--- config.mk ---
export PLATFORM = sky130hd
export DESIGN_NAME = irq_aggregator
export DESIGN_NICKNAME = d
export VERILOG_FILES = /design/src/rtl/irq_agg_pkg.sv /design/src/rtl/irq_cause_bank.sv /design/src/rtl/irq_summary.sv /design/src/rtl/irq_aggregator.sv
export SDC_FILE = /design/constraint.sdc
export NUM_CORES = 1
export LEC_CHECK = 0
export BUFFER_PORTS_ARGS = -buffer_cell sky130_fd_sc_hd__buf_2
export CELL_PAD_IN_SITES_DETAIL_PLACEMENT = 1
export CELL_PAD_IN_SITES_GLOBAL_PLACEMENT = 1
export CORE_ASPECT_RATIO = 0.8
export CORE_MARGIN = 2
export CORE_UTILIZATION = 25
export DETAILED_ROUTE_END_ITERATION = 7
export GPL_ROUTABILITY_DRIVEN = 0
export PLACE_DENSITY = 0.57
export RECOVER_POWER = 50
export REMOVE_ABC_BUFFERS = 1
export SLEW_MARGIN = 20
export SYNTH_ARGS = -nofsm -noshare
export SYNTH_HDL_FRONTEND = slang
export SYNTH_SLANG_ARGS = --single-unit
--- constraint.sdc ---
create_clock -name clk -period 2.9 [get_ports clk]
set_input_delay 0 -clock clk [delete_from_list [all_inputs] [get_ports clk]]
set_output_delay 0 -clock clk [all_outputs]
set_load 0.01 [all_outputs]
--- src/rtl/irq_agg_pkg.sv ---
package irq_agg_pkg;
  localparam int DW = 32;
  localparam int NUM_INTX = 4;

  localparam int C0_AS_LSB  = 16;
  localparam int C0_DE_LSB  = 20;
  localparam int C0_MSI     = 24;
  localparam int C0_SPARE   = 25;
  localparam int C1_PWR     = 4;
  localparam int C1_FLUSH   = 5;
  localparam int C1_MISC    = 6;
  localparam int C1_AS_LSB  = 8;
  localparam int CORE_BIT   = 16;

  localparam logic [DW-1:0] C0_VALID    = 32'h07FF_FFFF;
  localparam logic [DW-1:0] C1_VALID    = 32'h0000_0FF0;
  localparam logic [DW-1:0] C0_MASK_RST = C0_VALID & ~(32'h1 << C0_MSI);
  localparam logic [DW-1:0] C1_MASK_RST = C1_VALID;

  typedef enum logic [2:0] {
    A_CAUSE0 = 3'd0,
    A_MASK0  = 3'd1,
    A_CAUSE1 = 3'd2,
    A_MASK1  = 3'd3,
    A_SUM    = 3'd4,
    A_SMASK  = 3'd5
  } reg_addr_e;

  // New events are applied after the clear, so a same-cycle event wins.
  function automatic logic [DW-1:0] sticky_next(input logic [DW-1:0] cur,
                                                input logic [DW-1:0] set,
                                                input logic [DW-1:0] clr);
    return (cur & ~clr) | set;
  endfunction

  function automatic logic [DW-1:0] effective(input logic [DW-1:0] raw,
                                              input logic [DW-1:0] mask,
                                              input logic [DW-1:0] valid);
    return raw & ~mask & valid;
  endfunction
endpackage

--- src/rtl/irq_cause_bank.sv ---
module irq_cause_bank
  import irq_agg_pkg::*;
#(
  parameter int             W        = DW,
  parameter logic [W-1:0]   VALID    = '1,
  parameter logic [W-1:0]   MASK_RST = '1
) (
  input  logic         clk,
  input  logic         rst_n,
  input  logic [W-1:0] set_i,
  input  logic         clr_we_i,
  input  logic         mask_we_i,
  input  logic [W-1:0] wdata_i,
  output logic [W-1:0] raw_o,
  output logic [W-1:0] mask_o,
  output logic         any_o
);
  logic [W-1:0] raw_q, mask_q, clr_vec;

  assign clr_vec = clr_we_i ? wdata_i : '0;

  always_ff @(posedge clk or negedge rst_n) begin
    if (!rst_n) begin
      raw_q  <= '0;
      mask_q <= MASK_RST;
    end else begin
      raw_q <= sticky_next(raw_q, set_i & VALID, clr_vec);
      if (mask_we_i) mask_q <= wdata_i & VALID;
    end
  end

  assign raw_o  = raw_q;
  assign mask_o = mask_q;
  assign any_o  = |effective(raw_q, mask_q, VALID);
endmodule

--- src/rtl/irq_summary.sv ---
module irq_summary #(
  parameter int W   = 32,
  parameter int BIT = 16
) (
  input  logic         clk,
  input  logic         rst_n,
  input  logic         any_i,
  input  logic         clr_we_i,
  input  logic         mask_we_i,
  input  logic [W-1:0] wdata_i,
  output logic         pend_o,
  output logic         mask_o,
  output logic         irq_o
);
  logic pend_q, mask_q;

  always_ff @(posedge clk or negedge rst_n) begin
    if (!rst_n) begin
      pend_q <= 1'b0;
      mask_q <= 1'b0;
    end else begin
      pend_q <= (pend_q & ~(clr_we_i & wdata_i[BIT])) | any_i;
      if (mask_we_i) mask_q <= wdata_i[BIT];
    end
  end

  assign pend_o = pend_q;
  assign mask_o = mask_q;
  assign irq_o  = pend_q & ~mask_q;
endmodule

--- src/rtl/irq_aggregator.sv ---
module irq_aggregator
  import irq_agg_pkg::*;
#(
  parameter int AW = 3
) (
  input  logic                clk,
  input  logic                rst_n,
  input  logic                msi_pend_i,
  input  logic [NUM_INTX-1:0] intx_assert_i,
  input  logic [NUM_INTX-1:0] intx_deassert_i,
  input  logic [15:0]         c0_misc_i,
  input  logic [1:0]          c0_spare_i,
  input  logic                pwr_chg_i,
  input  logic                flush_i,
  input  logic [1:0]          c1_misc_i,
  input  logic                reg_we_i,
  input  logic [AW-1:0]       reg_addr_i,
  input  logic [DW-1:0]       reg_wdata_i,
  output logic [DW-1:0]       reg_rdata_o,
  output logic                irq_o
);
  // Named internal events, observed by the bound checker.
  logic [DW-1:0] set0, set1, raw0, raw1, mask0, mask1;
  logic wr_c0, wr_m0, wr_c1, wr_m1, wr_sum, wr_smask;
  logic any0, any1, any_eff, core_pend, core_mask;

  always_comb begin
    set0 = '0;
    set1 = '0;
    set0[15:0]                 = c0_misc_i;
    set0[C0_MSI]               = msi_pend_i;
    set0[C0_SPARE +: 2]        = c0_spare_i;
    set1[C1_PWR]               = pwr_chg_i;
    set1[C1_FLUSH]             = flush_i;
    set1[C1_MISC +: 2]         = c1_misc_i;
    for (int i = 0; i < NUM_INTX; i++) begin
      set0[C0_AS_LSB + i] = intx_assert_i[i];
      set0[C0_DE_LSB + i] = intx_deassert_i[i];
      set1[C1_AS_LSB + i] = intx_assert_i[i];
    end
  end

  assign wr_c0    = reg_we_i && (reg_addr_i == A_CAUSE0);
  assign wr_m0    = reg_we_i && (reg_addr_i == A_MASK0);
  assign wr_c1    = reg_we_i && (reg_addr_i == A_CAUSE1);
  assign wr_m1    = reg_we_i && (reg_addr_i == A_MASK1);
  assign wr_sum   = reg_we_i && (reg_addr_i == A_SUM);
  assign wr_smask = reg_we_i && (reg_addr_i == A_SMASK);

  irq_cause_bank #(.W(DW), .VALID(C0_VALID), .MASK_RST(C0_MASK_RST)) u_bank0 (
    .clk(clk), .rst_n(rst_n), .set_i(set0), .clr_we_i(wr_c0), .mask_we_i(wr_m0),
    .wdata_i(reg_wdata_i), .raw_o(raw0), .mask_o(mask0), .any_o(any0)
  );

  irq_cause_bank #(.W(DW), .VALID(C1_VALID), .MASK_RST(C1_MASK_RST)) u_bank1 (
    .clk(clk), .rst_n(rst_n), .set_i(set1), .clr_we_i(wr_c1), .mask_we_i(wr_m1),
    .wdata_i(reg_wdata_i), .raw_o(raw1), .mask_o(mask1), .any_o(any1)
  );

  assign any_eff = any0 | any1;

  irq_summary #(.W(DW), .BIT(CORE_BIT)) u_sum (
    .clk(clk), .rst_n(rst_n), .any_i(any_eff), .clr_we_i(wr_sum),
    .mask_we_i(wr_smask), .wdata_i(reg_wdata_i), .pend_o(core_pend),
    .mask_o(core_mask), .irq_o(irq_o)
  );

  always_comb begin
    unique case (reg_addr_i)
      A_CAUSE0: reg_rdata_o = raw0;
      A_MASK0:  reg_rdata_o = mask0;
      A_CAUSE1: reg_rdata_o = raw1;
      A_MASK1:  reg_rdata_o = mask1;
      A_SUM:    reg_rdata_o = DW'(core_pend) << CORE_BIT;
      A_SMASK:  reg_rdata_o = DW'(core_mask) << CORE_BIT;
      default:  reg_rdata_o = '0;
    endcase
  end
endmodule

==> results.sh <==
export IMPL_status="finished, violations left"
export IMPL_violations="capacitance limit, slew limit"
export IMPL_dp_hpwl_um=10300
export IMPL_crit_required_ns=3.13
export IMPL_synth_seq_cells=101
export IMPL_utilization=0.358
export IMPL_antennaDiodeCount=0
export IMPL_nets=681
export IMPL_fmax_mhz=439
export IMPL_grt_ovfl_total=0
export IMPL_path_clk_slew_ns=0.07
export IMPL_wl_met3_um=609
export IMPL_finClkSkew_ns=0.00977
export IMPL_grt_pass1_wl_um=24500
export IMPL_synth_cells=426
export IMPL_grt_max_degree=61
export IMPL_synthTopCellsByArea="dfrtp_1, dfstp_2, mux2_2"
export IMPL_end_kind="register"
export IMPL_power_density_nw_per_um2=526
export IMPL_die_h_um=129
export IMPL_grtUsageTotal=0.153
export IMPL_slowest_delay_ns=0.76
export IMPL_grt_pass1_vias=4428
export IMPL_path_buf_inv=4
export IMPL_crit_slowest_cell="clkbuf_1"
export IMPL_dieArea_um2=20600
export IMPL_initial_core_util=0.256
export IMPL_clock_sinks=101
export IMPL_wl_per_cell_um=17.2
export IMPL_layout_common_cells="buf_2, dlygate4sd3_1, dfrtp_1"
export IMPL_yosys_mux_area_fraction=0.167
export IMPL_period_minus_slack_ns=2.28
export IMPL_synth_top_area_cell="dfrtp_1"
export IMPL_post_cts_setup_buffer_count=0
export IMPL_synth_xor_xnor_area_share=0
export IMPL_maxCapViolations=1
export IMPL_top_layer="met4"
export IMPL_port_buffers=101
export IMPL_dr_wl_met2_um=7160
export IMPL_post_dp_cell_area_um2=5650
export IMPL_htreeDepth=3
export IMPL_path_delay_family="buffers and inverters"
export IMPL_synth_top_cell_area_share=0.345
export IMPL_drv_slew=60
export IMPL_yosys_area_share_simple=0.128
export IMPL_synth_cell_type_count=32
export IMPL_rows=45
export IMPL_total_leakage_power_uw=0.00291
export IMPL_clk_latency_ns=0.35
export IMPL_synthAdderAreaFrac=0
export IMPL_antenna_found_initial=0
export IMPL_startpoint_type="input pin"
export IMPL_ctsHoldBuffers=87
export IMPL_die_width_um=160
export IMPL_area_delta_synth_final_pct=40.2
export IMPL_setup_tns_final_ns=0
export IMPL_wl_met1_um=7090
export IMPL_yosys_warnings=0
export IMPL_max_slew_worst_pin_slew_ns=1.61
export IMPL_drive_gt1_frac=0.331
export IMPL_cts_resized=0
export IMPL_cts_root_buf="clkbuf_16"
export IMPL_ioPinCount=102
export IMPL_worstPathMaxFanout=17
export IMPL_numCtsBuffers=9
export IMPL_rsz0062_at_grt="no"
export IMPL_worstSetupPathType="in2reg"
export IMPL_ir_worst_vdd_mv=0.262
export IMPL_arrival_ns=2.51
export IMPL_finalHoldViolations=0
export IMPL_mappedNetlistArea_um2=4860
export IMPL_relSlewSlack=-0.0757
export IMPL_setup_viol=0
export IMPL_drc_errors=0
export IMPL_synth_compound_area_frac=0.133
export IMPL_via_per_inst=4.53
export IMPL_layout_commonest_cell="buf_2"
export IMPL_cts_buffer_depth=2
export IMPL_vias=3968
export IMPL_cts_tree="yes"
export IMPL_drtIter0Drc=188
export IMPL_final_area_um2=6820
export IMPL_avgSynthCellArea_um2=11.4
export IMPL_ys_seq_area_frac=0.528
export IMPL_routed_wl_um=15000
export IMPL_hold_class="in2reg"
export IMPL_first_pass_iters=4
export IMPL_coreArea_um2=19000
export IMPL_finalCritPeriodShare=0.785
export IMPL_ant_nets=0
export IMPL_synth_top_family_by_area="multiplexers"
export IMPL_worstPathCellList="buf_2, buf_4, nor4b_4, clkbuf_1, a21oi_1, or2_1, dlygate4sd3_1"
export IMPL_nFillCells=2157
## registers in the layout, summed over array words and instances, names as in the netlist
name,count
u_bank0.mask_o,27
u_bank0.raw_o,32
u_bank1.mask_o,8
u_bank1.raw_o,32
u_sum.mask_o,1
u_sum.pend_o,1
## cell families after synthesis
group / count (synthesis)
simple gates: 116
flops: 101
compound gates: 99
mux: 67
buf+inv: 43
## cell usage after synthesis
cell type	instances
nand4b_1	1
nor2_1	38
or2_1	13
or2_2	4
o22ai_1	6
a21o_1	18
buf_2	10
buf_4	4
nand4_1	2
nor4_1	2
a21boi_0	29
nor2_2	1
mux2_2	34
and4bb_2	2
dfrtp_1	67
o21ai_0	3
dfstp_2	34
nor2b_1	10
nor4b_4	1
a222oi_1	1
nand2b_1	15
a2111oi_0	1
buf_6	3
clkbuf_1	6
o2111ai_1	5
mux2i_1	25
inv_1	20
mux4_2	8
nand2_1	21
nand4b_4	1
nor3_1	5
a21oi_1	36
## worst min-delay path, cell delays in order
cell	delay, ns
buf_2	0.15
nand4b_1	0.11
mux2_2	0.15
## report_power, final
group	switching, uW	internal, uW
clock	528	756
sequential	85.9	1610
combinational	287	327
## path summary, 6_finish.rpt
kind                                    start                  to  slack, ns  depth (start not counted)
max in group asynchronous               rst_n  u_bank0.mask_o[17]       1.28                          3
min                                  reg_we_i        u_sum.mask_o       0.09                          3
min reg2reg                 u_bank0.mask_o[9]   u_bank0.mask_o[9]       0.52                          2
max                             reg_addr_i[0]   u_bank0.raw_o[24]       0.62                          7
max reg2reg                u_bank1.mask_o[11]        u_sum.pend_o       1.13                          4
min in group asynchronous               rst_n   u_bank0.raw_o[22]       0.59                          2
## through the flow
stage                     setup WS (ns)  hold WS, ns  power (uW)  instances
final                             0.625       0.0925        3590        875
after detailed placement          0.926        0.155        2270        772
after floorplan                    1.48       -0.296        1990        403
after global placement             1.00        0.137        2240        772
after global routing              0.431        0.102        3770        875
after CTS                         0.882       0.0787        3660        875
## layer usage
layer  up-vias  track usage
met2        87        0.251
met3        14       0.0322
met1      2003        0.207
met5         -            0
li1       1864            -
met4         0       0.0429
## final cells by class
type	instances	area (um2)	area share
tap	258	323	0.0473
timing repair buffer	198	1460	0.214
clock buffer	12	236	0.0347
multi-input combinational	282	2090	0.306
clock inverter	4	72.6	0.0106
sequential	101	2570	0.377
inverter	20	75.1	0.0110
Note: power is estimated with default switching activity, not from simulation.
